### config.mk
export PLATFORM = sky130hd
export DESIGN_NAME = bkv_match
export DESIGN_NICKNAME = d
export VERILOG_FILES = /design/src/rtl/bkv_pkg.sv /design/src/rtl/bkv_addr_cmp.sv /design/src/rtl/bkv_field_cmp.sv /design/src/rtl/bkv_decode.sv /design/src/rtl/bkv_match.sv
export SDC_FILE = /design/constraint.sdc
export NUM_CORES = 1
export LEC_CHECK = 0
export ABC_AREA = 1
export CAP_MARGIN = 10
export CORE_MARGIN = 3
export CORE_UTILIZATION = 30
export CTS_CLUSTER_DIAMETER = 40
export DETAILED_ROUTE_END_ITERATION = 8
export PLACE_DENSITY = 0.71
export SYNTH_ARGS = -nofsm -noshare
export SYNTH_HDL_FRONTEND = slang
export SYNTH_SLANG_ARGS = --single-unit
### constraint.sdc
create_clock -name clk -period 0.8 [get_ports clk]
set_input_delay 0.16 -clock clk [delete_from_list [all_inputs] [get_ports clk]]
set_output_delay 0.16 -clock clk [all_outputs]
set_load 0.05 [all_outputs]
### src/rtl/bkv_pkg.sv
package bkv_pkg;
    localparam int BKV_VAL_W  = 64;
    localparam int BKV_TYPE_W = 4;

    typedef enum logic [2:0] {
        K_NONE,
        K_ADDR,
        K_CTX_SEL,
        K_CTX_LO,
        K_VMID,
        K_VMID_CTX,
        K_CTX_HI,
        K_CTX_PAIR
    } bkv_kind_t;
endpackage

### src/rtl/bkv_addr_cmp.sv
module bkv_addr_cmp #(
    parameter int ADDR_W     = 64,
    parameter int LSB        = 2,
    parameter int VA_TOP     = 48,
    parameter int LVA_TOP    = 52,
    parameter int NARROW_TOP = 31
) (
    input  logic [ADDR_W-1:0] pc,
    input  logic [ADDR_W-1:0] val,
    input  logic              lva,
    input  logic              narrow,
    output logic              eq
);
    logic [ADDR_W-1:0] care;

    always_comb begin
        for (int i = 0; i < ADDR_W; i++) begin
            if (i < LSB) begin
                care[i] = 1'b0;
            end else if (narrow) begin
                care[i] = (i <= NARROW_TOP);
            end else begin
                care[i] = (i <= VA_TOP) || (lva && (i <= LVA_TOP));
            end
        end
    end

    assign eq = (((pc ^ val) & care) == '0);
endmodule

### src/rtl/bkv_field_cmp.sv
module bkv_field_cmp #(
    parameter int W = 32
) (
    input  logic [W-1:0] a,
    input  logic [W-1:0] b,
    input  logic [W-1:0] care,
    output logic         eq
);
    assign eq = (((a ^ b) & care) == '0);
endmodule

### src/rtl/bkv_decode.sv
module bkv_decode
    import bkv_pkg::*;
#(
    parameter int TYPE_W = BKV_TYPE_W
) (
    input  logic [TYPE_W-1:0] bp_type,
    input  logic              hyp_present,
    output bkv_kind_t         kind
);
    always_comb begin
        kind = K_NONE;
        unique case (bp_type[3:1])
            3'b000, 3'b010: kind = K_ADDR;
            3'b001:         kind = K_CTX_SEL;
            3'b011:         kind = hyp_present ? K_CTX_LO : K_NONE;
            3'b100:         kind = K_VMID;
            3'b101:         kind = K_VMID_CTX;
            3'b110:         kind = hyp_present ? K_CTX_HI : K_NONE;
            3'b111:         kind = hyp_present ? K_CTX_PAIR : K_NONE;
            default:        kind = K_NONE;
        endcase
    end
endmodule

### src/rtl/bkv_match.sv
module bkv_match
    import bkv_pkg::*;
#(
    parameter int VAL_W      = BKV_VAL_W,
    parameter int TYPE_W     = BKV_TYPE_W,
    parameter int CTX_W      = 32,
    parameter int VMID_W     = 16,
    parameter int VMID_LSB   = 32,
    parameter int VA_TOP     = 48,
    parameter int LVA_TOP    = 52,
    parameter int ADDR_LSB   = 2
) (
    input  logic              clk,
    input  logic              rst_n,
    input  logic              en,
    input  logic [TYPE_W-1:0] bp_type,
    input  logic [VAL_W-1:0]  bp_value,
    input  logic [VAL_W-1:0]  pc,
    input  logic              regime32,
    input  logic [CTX_W-1:0]  ctx_lo,
    input  logic [CTX_W-1:0]  ctx_hi,
    input  logic [VMID_W-1:0] vmid,
    input  logic              cfg_lva,
    input  logic              cfg_vmid16,
    input  logic              cfg_host,
    input  logic              hyp_a64,
    input  logic              hyp_present,
    input  logic [1:0]        cur_el,
    input  logic              tge,
    output logic              hit
);
    localparam int NCTX       = 2;
    localparam int NARROW_TOP = CTX_W - 1;
    localparam int VMID_HALF  = VMID_W / 2;

    bkv_kind_t        kind;
    logic             addr_eq;
    logic [NCTX-1:0]  ctx_eq;
    logic             vmid_eq;
    logic             use_hi;
    logic             sel_eq;
    logic             hit_d;
    logic [NCTX-1:0][CTX_W-1:0] ctx_bus;
    logic [VMID_W-1:0] vmid_care;

    bkv_decode #(.TYPE_W(TYPE_W)) i_decode (
        .bp_type     (bp_type),
        .hyp_present (hyp_present),
        .kind        (kind)
    );

    bkv_addr_cmp #(
        .ADDR_W     (VAL_W),
        .LSB        (ADDR_LSB),
        .VA_TOP     (VA_TOP),
        .LVA_TOP    (LVA_TOP),
        .NARROW_TOP (NARROW_TOP)
    ) i_addr (
        .pc     (pc),
        .val    (bp_value),
        .lva    (cfg_lva),
        .narrow (regime32),
        .eq     (addr_eq)
    );

    assign ctx_bus = {ctx_hi, ctx_lo};

    // One comparator per context slot: slot 0 low word, slot 1 high word.
    for (genvar g = 0; g < NCTX; g++) begin : g_ctx
        bkv_field_cmp #(.W(CTX_W)) i_ctx (
            .a    (ctx_bus[g]),
            .b    (bp_value[g*CTX_W +: CTX_W]),
            .care ({CTX_W{1'b1}}),
            .eq   (ctx_eq[g])
        );
    end

    // Single-context type: value always in the low word, register picked by host rule.
    assign use_hi = cfg_host && ((cur_el == 2'd2) || (tge && (cur_el == 2'd0)));

    bkv_field_cmp #(.W(CTX_W)) i_sel (
        .a    (use_hi ? ctx_hi : ctx_lo),
        .b    (bp_value[CTX_W-1:0]),
        .care ({CTX_W{1'b1}}),
        .eq   (sel_eq)
    );

    assign vmid_care = {{(VMID_W-VMID_HALF){cfg_vmid16 && hyp_a64}}, {VMID_HALF{1'b1}}};

    bkv_field_cmp #(.W(VMID_W)) i_vmid (
        .a    (vmid),
        .b    (bp_value[VMID_LSB +: VMID_W]),
        .care (vmid_care),
        .eq   (vmid_eq)
    );

    always_comb begin
        hit_d = 1'b0;
        unique case (kind)
            K_ADDR:     hit_d = addr_eq;
            K_CTX_SEL:  hit_d = sel_eq;
            K_CTX_LO:   hit_d = ctx_eq[0];
            K_VMID:     hit_d = vmid_eq;
            K_VMID_CTX: hit_d = vmid_eq && ctx_eq[0];
            K_CTX_HI:   hit_d = ctx_eq[1];
            K_CTX_PAIR: hit_d = ctx_eq[0] && ctx_eq[1];
            K_NONE:     hit_d = 1'b0;
            default:    hit_d = 1'b0;
        endcase
    end

    always_ff @(posedge clk or negedge rst_n) begin
        if (!rst_n) begin
            hit <= 1'b0;
        end else begin
            hit <= en && hit_d;
        end
    end
endmodule

==> run summary, run 1 <==
Mapped Cells: 675
Post-synth top area cell: nand2_1
Die Wd: 109 um
Vias/cell: 4.50
Most frequent cells in the layout: nand2_1 (267), inv_1 (118), dlygate4sd2_1 (116), clkdlybuf4s50_1 (84), buf_4 (71)
Area of the core: 0.0104 mm2
DRT Pass-1 Iters: 5
Die Ht: 109 um
Top-area cell type share of the netlist area: 0.328
Max-cap viol count: 0
Crit-path max cell delay: 180 ps
Initial antenna violation count: 2
Largest net degree at the start of global routing: 15
Hold WC Path Type: in2async
Buf/Inv on CP: 5
Required @ worst endpoint: 690 ps
Worst IR Drop VDD: 0.223 mV
Sequential share of the synthesized area: 0.00782
Most common cell after layout, fill and taps aside: nand2_1
DR vias: 4961
Routed Wire Length: 14400 um
Slew @ Worst Pin: 249 ps
Gpl congestion: 0.889
GRT Util Overall: 0.230
Post-synth net total: 899
Synth top area cells: nand2_1 (33%), inv_1 (15%), xnor2_1 (15%)
# port buffers: 210
Layout area overhead: 95.5%
First-pass GRT wire length: 22000 um
Io pins: 225
FP Rows: 37
Violated checks: setup timing
Min Tclk post-route: 1640 ps
Critical Path, Cell by Cell: buf_6, inv_8, nor2_4, nand2_8, buf_12, buf_16, nand2_1, nand3_1, o21ai_1, nor2_1, nand3_1, nor2_1, nand2_1, nand3_1, nand2_1, inv_1
Number of flops mapped to enable cells by yosys: 0
Post-Syn Area: 0.00320 mm2
Final net count: 1190
Fraction of layout cells with a size suffix above 1: 0.166
Setup ws final: -844 ps
Synth Register Bits: 1
ANT nets after route: 0
Syn Area/Cell: 4.74 um2
GR Overflow Total: 0
Synth unique cells: 24
Max Fclk: 608 MHz
Final Hold Viols: 0
Critical path class: in2reg
Top_reg_cell synth: dfrtp_1
CP Capture Type: register
DR DRC count: 0
DP Wirelength: 12800 um
Largest regs: hit (1)
Slowest CP cell: nor2_4
Critical path arrival: 1530 ps
Static leakage: 3.44 nW
Design Power: 0.00310 W
Max reg flops: 1
CTS clk-pin slew, worst paths: 0 ps
Initial Util: 0.309
CP max FO: 8
Wire length per cell: 13.1 um
Slew HR: 0.834
Reg with most FFs: hit
Asr flop ratio synth: 1.00
Final period util: 2.06
RSZ-0062 raised after global routing: yes
Max-slew violations: 0
Setup TNS: -844 ps
Vias in the first global route: 4728
Yosys warnings: 0
DR iter-0 viols: 259
CP Launch Type: primary input
Pwr per Cell Area: 496 mW/mm2
Die ar.: 0.0119 mm2
Final number of setup-violating endpoints: 1
CP delay by family, top: simple AND/OR/NAND/NOR gates
# hold bufs at CTS: 0
Outcome: finished with violations
[worst max path at each step]
stage | from | to | slack [ps] | cells after the start
6_report | cfg_host | hit | -840 | 16
5_1_grt | cfg_host | hit | -1010 | 18
4_1_cts | cur_el[0] | hit | -820 | 13
3_5_place_dp | cfg_host | hit | -1280 | 16
3_3_place_gp | cfg_host | hit | -1290 | 16
2_1_floorplan | cfg_host | hit | -460 | 15
[power breakdown]
group | leakage (nW) | switching (W) | internal [W] | total, W
clock | 0.0000127 | 0 | 0.000000000335 | 0.000000000335
sequential | 0.0135 | 0.00000223 | 0.0000538 | 0.0000560
combinational | 3.43 | 0.00137 | 0.00168 | 0.00305
[per-stage QoR]
stage          utilization  hold slack, ps  std cells  setup slack (ps)  area, um2
2_1_floorplan            -            -136        675              -457       3250
4_1_cts              0.599             324       1100              -819       6210
3_3_place_gp         0.590             324       1095             -1290       6120
5_1_grt              0.603             336       1102             -1010       6260
6_report             0.603             323       1102              -844       6260
3_5_place_dp         0.590             324       1095             -1280       6120
[final cells by class]
class,instances,area (um2)
Antenna cell,2,5.00
Multi-Input combinational cell,538,2830
Tap cell,136,170
Sequential cell,1,25.0
Inverter,130,495
Timing Repair Buffer,295,2730
Fill cell,1107,4110
[cell families (layout without fill, tap and decap cells)]
| logic type | after synthesis | after routing | synth area share |
|---|---|---|---|
| other | 0 | 2 | 0 |
| AOI/OAI and AO/OA | 23 | 23 | 0.0418 |
| and+or+nand+nor | 438 | 438 | 0.569 |
| xor gates and xnor gates | 77 | 77 | 0.211 |
| DFF | 1 | 1 | 0.00782 |
| buffers and inverters | 136 | 425 | 0.170 |
[cells in the mapped netlist (2+ instances only)]
cell type    n
or2_2        7
o211ai_1     3
a21oi_1      5
nand2_1    280
inv_1      130
o21ai_1      3
a21boi_0     2
nand2_2      4
nand4_1     20
xnor2_1     55
nand3_1     53
o21ai_0      8
nor2_4       2
buf_6        4
nor2_1      64
nor3_1       6
xor2_1      22
[timing repair]
item / 4_1_cts / 5_1_grt
gates resized for setup: 199 / 13
pin swaps: 65 / 15
setup endpoints to repair: 1 / 1
setup buffers: 4 / 0
cloned: 2 / 0
[routing by layer]
layer / share of wire / vias up / GRT usage
met4: 0.010 / 0 / 0.0267
li1: - / 2617 / -
met5: 0 / - / 0
met1: 0.39 / 2124 / 0.274
met2: 0.50 / 207 / 0.438
met3: 0.10 / 13 / 0.0423
Power figures use the tool's default switching activity.
==> inputs of run 2 (changes only) <==
--- a/config.mk
+++ b/config.mk
@@ -10,6 +10,7 @@
 export CORE_MARGIN = 3
 export CORE_UTILIZATION = 30
 export CTS_CLUSTER_DIAMETER = 40
+export CTS_CLUSTER_SIZE = 28
 export DETAILED_ROUTE_END_ITERATION = 8
 export PLACE_DENSITY = 0.71
 export SYNTH_ARGS = -nofsm -noshare
==> results of run 2 <==
Final layout, timing and power as in run 1 (identical DEF).
